File: config.mk
export PLATFORM = sky130hd
export DESIGN_NAME = uart_evt_top
export DESIGN_NICKNAME = d
export VERILOG_FILES = /design/src/rtl/uart_evt_pkg.sv /design/src/rtl/uart_evt_brk.sv /design/src/rtl/uart_evt_bsy.sv /design/src/rtl/uart_evt_regs.sv /design/src/rtl/uart_evt_top.sv
export SDC_FILE = /design/constraint.sdc
export NUM_CORES = 1
export LEC_CHECK = 0
export ABC_CLOCK_PERIOD_IN_PS = 800
export BUFFER_PORTS_ARGS = -buffer_cell sky130_fd_sc_hd__clkbuf_2
export CORE_ASPECT_RATIO = 1.1
export CORE_MARGIN = 3
export CORE_UTILIZATION = 42
export CTS_CLUSTER_SIZE = 28
export DETAILED_ROUTE_END_ITERATION = 10
export PLACE_DENSITY = 0.8
export SETUP_SLACK_MARGIN = 0.2
export SLEW_MARGIN = 30
export SYNTH_ARGS = -nofsm -noshare
export SYNTH_HDL_FRONTEND = slang
export SYNTH_HIERARCHICAL = 1
export SYNTH_SLANG_ARGS = --single-unit
export TNS_END_PERCENT = 1
File: constraint.sdc
create_clock -name clk -period 0.8 [get_ports clk]
set_input_delay 0.16 -clock clk [delete_from_list [all_inputs] [get_ports clk]]
set_output_delay 0.16 -clock clk [all_outputs]
set_load 0.01 [all_outputs]
File: src/rtl/uart_evt_pkg.sv
package uart_evt_pkg;
    localparam int EVT_W    = 8;
    localparam int IDX_RX   = 0;
    localparam int IDX_TX   = 1;
    localparam int IDX_BSY  = 2;
    localparam int IDX_BRK  = 4;
    localparam int IDX_BRKE = 6;
    localparam logic [EVT_W-1:0] IMPL_MASK =
        EVT_W'((1 << IDX_RX) | (1 << IDX_TX) | (1 << IDX_BSY) |
               (1 << IDX_BRK) | (1 << IDX_BRKE));
    localparam logic ADDR_EVT  = 1'b0;
    localparam logic ADDR_MASK = 1'b1;

    typedef enum logic {BRK_QUIET, BRK_IN_BREAK} brk_state_e;
    typedef enum logic {BSY_ACCEPT, BSY_STALLED} bsy_state_e;
endpackage

File: src/rtl/uart_evt_brk.sv
module uart_evt_brk
    import uart_evt_pkg::*;
(
    input  logic clk,
    input  logic rst_n,
    input  logic char_done,
    input  logic zero_char,
    input  logic idle_bit,
    output logic brk_set,
    output logic brke_set
);
    brk_state_e state_q, state_d;

    always_ff @(posedge clk) begin
        if (!rst_n) state_q <= BRK_QUIET;
        else        state_q <= state_d;
    end

    always_comb begin
        state_d  = state_q;
        brk_set  = 1'b0;
        brke_set = 1'b0;
        unique case (state_q)
            BRK_QUIET: begin
                if (char_done && zero_char) begin
                    brk_set = 1'b1;        // BREAK_START
                    state_d = BRK_IN_BREAK;
                end
            end
            BRK_IN_BREAK: begin
                if (idle_bit) begin
                    brke_set = 1'b1;       // BREAK_END
                    state_d  = BRK_QUIET;
                end
            end
        endcase
    end
endmodule

File: src/rtl/uart_evt_bsy.sv
module uart_evt_bsy
    import uart_evt_pkg::*;
(
    input  logic clk,
    input  logic rst_n,
    input  logic stop_mid,
    input  logic buf_avail,
    output logic bsy_set
);
    bsy_state_e state_q, state_d;

    always_ff @(posedge clk) begin
        if (!rst_n) state_q <= BSY_ACCEPT;
        else        state_q <= state_d;
    end

    always_comb begin
        state_d = state_q;
        bsy_set = 1'b0;
        unique case (state_q)
            BSY_ACCEPT: begin
                if (stop_mid && !buf_avail) begin
                    bsy_set = 1'b1;        // DROP
                    state_d = BSY_STALLED;
                end
            end
            BSY_STALLED: begin
                if (buf_avail) state_d = BSY_ACCEPT;  // RESUME
            end
        endcase
    end
endmodule

File: src/rtl/uart_evt_regs.sv
module uart_evt_regs
    import uart_evt_pkg::*;
#(
    parameter int W = EVT_W
) (
    input  logic         clk,
    input  logic         rst_n,
    input  logic [W-1:0] set_vec,
    input  logic         wr,
    input  logic         addr,
    input  logic [W-1:0] wdata,
    output logic [W-1:0] rdata,
    output logic [W-1:0] evt_q,
    output logic [W-1:0] mask_q,
    output logic         irq
);
    logic [W-1:0] clr_vec;
    logic [W-1:0] evt_d;

    always_comb begin
        clr_vec = (wr && addr == ADDR_EVT) ? wdata : '0;
        // set has priority over clear
        evt_d   = ((evt_q & ~clr_vec) | set_vec) & W'(IMPL_MASK);
    end

    always_ff @(posedge clk) begin
        if (!rst_n) begin
            evt_q  <= '0;
            mask_q <= '0;
        end else begin
            evt_q <= evt_d;
            if (wr && addr == ADDR_MASK) mask_q <= wdata;
        end
    end

    assign rdata = (addr == ADDR_MASK) ? mask_q : evt_q;
    assign irq   = |(evt_q & mask_q);
endmodule

File: src/rtl/uart_evt_top.sv
module uart_evt_top
    import uart_evt_pkg::*;
(
    input  logic             clk,
    input  logic             rst_n,
    input  logic             rx_char_done,
    input  logic             rx_zero_char,
    input  logic             rx_idle_bit,
    input  logic             rx_stop_mid,
    input  logic             rx_buf_avail,
    input  logic             tx_last_in_fifo,
    input  logic             rx_buf_closed,
    input  logic             reg_wr,
    input  logic             reg_addr,
    input  logic [EVT_W-1:0] reg_wdata,
    output logic [EVT_W-1:0] reg_rdata,
    output logic             irq
);
    logic             brk_set, brke_set, bsy_set;
    logic [EVT_W-1:0] set_vec;
    logic [EVT_W-1:0] evt_q, mask_q;

    uart_evt_brk u_brk (
        .clk       (clk),
        .rst_n     (rst_n),
        .char_done (rx_char_done),
        .zero_char (rx_zero_char),
        .idle_bit  (rx_idle_bit),
        .brk_set   (brk_set),
        .brke_set  (brke_set)
    );

    uart_evt_bsy u_bsy (
        .clk       (clk),
        .rst_n     (rst_n),
        .stop_mid  (rx_stop_mid),
        .buf_avail (rx_buf_avail),
        .bsy_set   (bsy_set)
    );

    always_comb begin
        set_vec           = '0;
        set_vec[IDX_RX]   = rx_buf_closed;
        set_vec[IDX_TX]   = tx_last_in_fifo;
        set_vec[IDX_BSY]  = bsy_set;
        set_vec[IDX_BRK]  = brk_set;
        set_vec[IDX_BRKE] = brke_set;
    end

    uart_evt_regs #(.W(EVT_W)) u_regs (
        .clk     (clk),
        .rst_n   (rst_n),
        .set_vec (set_vec),
        .wr      (reg_wr),
        .addr    (reg_addr),
        .wdata   (reg_wdata),
        .rdata   (reg_rdata),
        .evt_q   (evt_q),
        .mask_q  (mask_q),
        .irq     (irq)
    );
endmodule

==> results.toml <==
[worst_setup_path]
reg2reg_depth = 3
r2r-start = "u_regs/mask_q[0]$_SDFFE_PN0P_"
endpoint_kind = "output pin"
r2r-end = "u_regs/mask_q[0]$_SDFFE_PN0P_"
cp_cell_sequence = "a222oi_1 > nand2_1 > clkbuf_2"
cp-start-kind = "register"
slowest_stage = "a222oi_1"
worstPathArrival_ns = 1.22
reg2reg_slack_ns = -0.05
crit_required_ns = 0.64
critPathKind = "register to output pin"
worstSetupStartpoint = "u_regs/mask_q[0]$_SDFFE_PN0P_"
critical_path.max_stage_delay_ns = 0.37
critPathMaxFanout = 2

[sta]
skew_ns = 0.0005849
finalHoldViolCount = 0
fmax_mhz = 724.0
fin_crit_ns = 1.381
drv_slew = 0
max-slew-margin-rel_pct = 77.88
worstMarginPinSlew_ns = 0.3318
rsz0062_at_grt = "yes"
fin_ws_ns = -0.5812
final-setup-viol-count = 11
fin_setup_tns_ns = -3.376
hold_ws_ns = 0.06956
period_share_pct = 172.6

[floorplan]
initial_utilization_pct = 45.97
die_h_um = 50.08
pin_count = 28
die_w_um = 46.08
core-area_sq_um = 1614
die-area_sq_um = 2307
rows = 15

[global_route]
grt.busiest_layer = "met2"
gr-usage-all-layers_pct = 15.28
use_met1_pct = 18.85
grt_pass1_vias = 618
met2_usage_pct = 25.00
grt_pass1_wl_um = 2635
overflow = 0
antenna_found_initial = 0
grt_max_degree = 18
grtUsageMet3_pct = 1.095

[route]
route.detailed.drc = 0
firstDrtPassIters = 4
wl_per_cell_um = 12.97
drt_iter0_markers = 7
drt-vias-per-instance = 5.406
drt_wl_total_um = 1660
ant_nets = 0
vias = 692

[power_and_ir_drop]
p_total_mw = 1.517
ir_worst_vdd_mv = 0.6782
power.density_nw_per_um2 = 1540
power.leakage_nw = 0.4904

[finish]
fin_cells = 128
nNetsFinal = 131
utilization_pct = 61.01
area_delta_synth_final_pct = 32.71
final_cell_area_sq_um = 984.7
drive_gt1_share_pct = 52.25
nFillCells = 149
multi_input_area_sq_um = 411.6
seqCellArea_sq_um = 317.8
diodes = 0

[logic_synthesis]
syn-cell-area_sq_um = 742.0
yosysWarnings = 6
synth_area_per_cell_sq_um = 9.392
synthesis.nets = 98
syn_inst = 79

[cts]
cts_tree = "done"
h-tree-depth = 1
clk_latency_ns = 0.27
post_cts_buffers = 0
cts_buffer_depth = 2
clk_pin_slew_ns = 0.09
cts_num_sinks = 15
cts_root_buf = "clkbuf_4"
cts_made_buffers = 3

[place]
hpwl_um = 1216
place_ws_ns = -0.2968
place.gp.congestion = 0.7306
place_inst = 124
numPortBuffers = 27
dpl_cell_area_sq_um = 919.6

[hold_path]
holdPathEnd = "u_regs/evt_q[1]$_SDFF_PN0_"
hold_class = "primary input to register"
holdPathStages = 2
min_from = "reg_wdata[1]"

[status]
violations = "negative setup slack"
status = "complete, but fails checks"

[run]
max_cap_viol_count = 0
## worst max-delay path: cells and delay by family, from the launching register on
kind	cells	cell delay (ns)
compound gates	1	0.37
buf+inv	1	0.14
flops	1	0.33
simple gates	1	0.10
## worst max-delay path by stage
stage                               to  slack [ns]  depth (start not counted)
final                              irq       -0.58                          3
after global routing               irq       -0.67                          3
after CTS                          irq       -0.58                          3
after detailed placement  reg_rdata[4]       -0.30                          3
after global placement    reg_rdata[0]       -0.29                          3
after floorplan                    irq       -0.09                          2
## routing by layer
layer	vias to the layer above	wire length [um]	share of wire [%]
met2	20	859	52
met5	-	0	0
met3	2	71	4.3
li1	351	-	-
met4	0	21	1.3
met1	319	707	43
## report_power, final
part	total, mW	switching [mW]	internal (mW)
Sequential	0.821	0.0271	0.794
Clock	0.421	0.236	0.185
Combinational	0.274	0.127	0.147
Total	1.52	0.390	1.13
## cells in the final DEF, fill, tap and decap left out, drive strengths merged
cell type  instances
clkbuf            29
dfxtp             15
and3               8
a21boi             8
o21a               8
buf                6
o21ai              6
inv                5
a31oi              5
mux2               5
and2               4
nand2              2
nor2               2
nor3b              2
clkinv             1
nand2b             1
nand3b             1
a222oi             1
a22oi              1
and2b              1
## sequential cells by signal, indices dropped and copies added, names as in the netlist
register,flops
u_regs/mask_q,8
u_regs/evt_q,5
u_brk/state_q,1
u_bsy/state_q,1
## timing repair
action,CTS,global route
hold buffers,0,0
cloned,0,0
pin swaps,8,10
setup endpoints to repair,24,24
gates resized for setup,15,7
## final cells by class
class	instances	area share, %
flip-flops and latches	15	32.27
clock buffers	3	2.287
inverters	5	1.906
clock inverters	1	0.5083
multi-input cells	55	41.80
well taps	17	2.160
repair buffers	32	19.06
No activity file was read; power rests on OpenSTA's default activity.
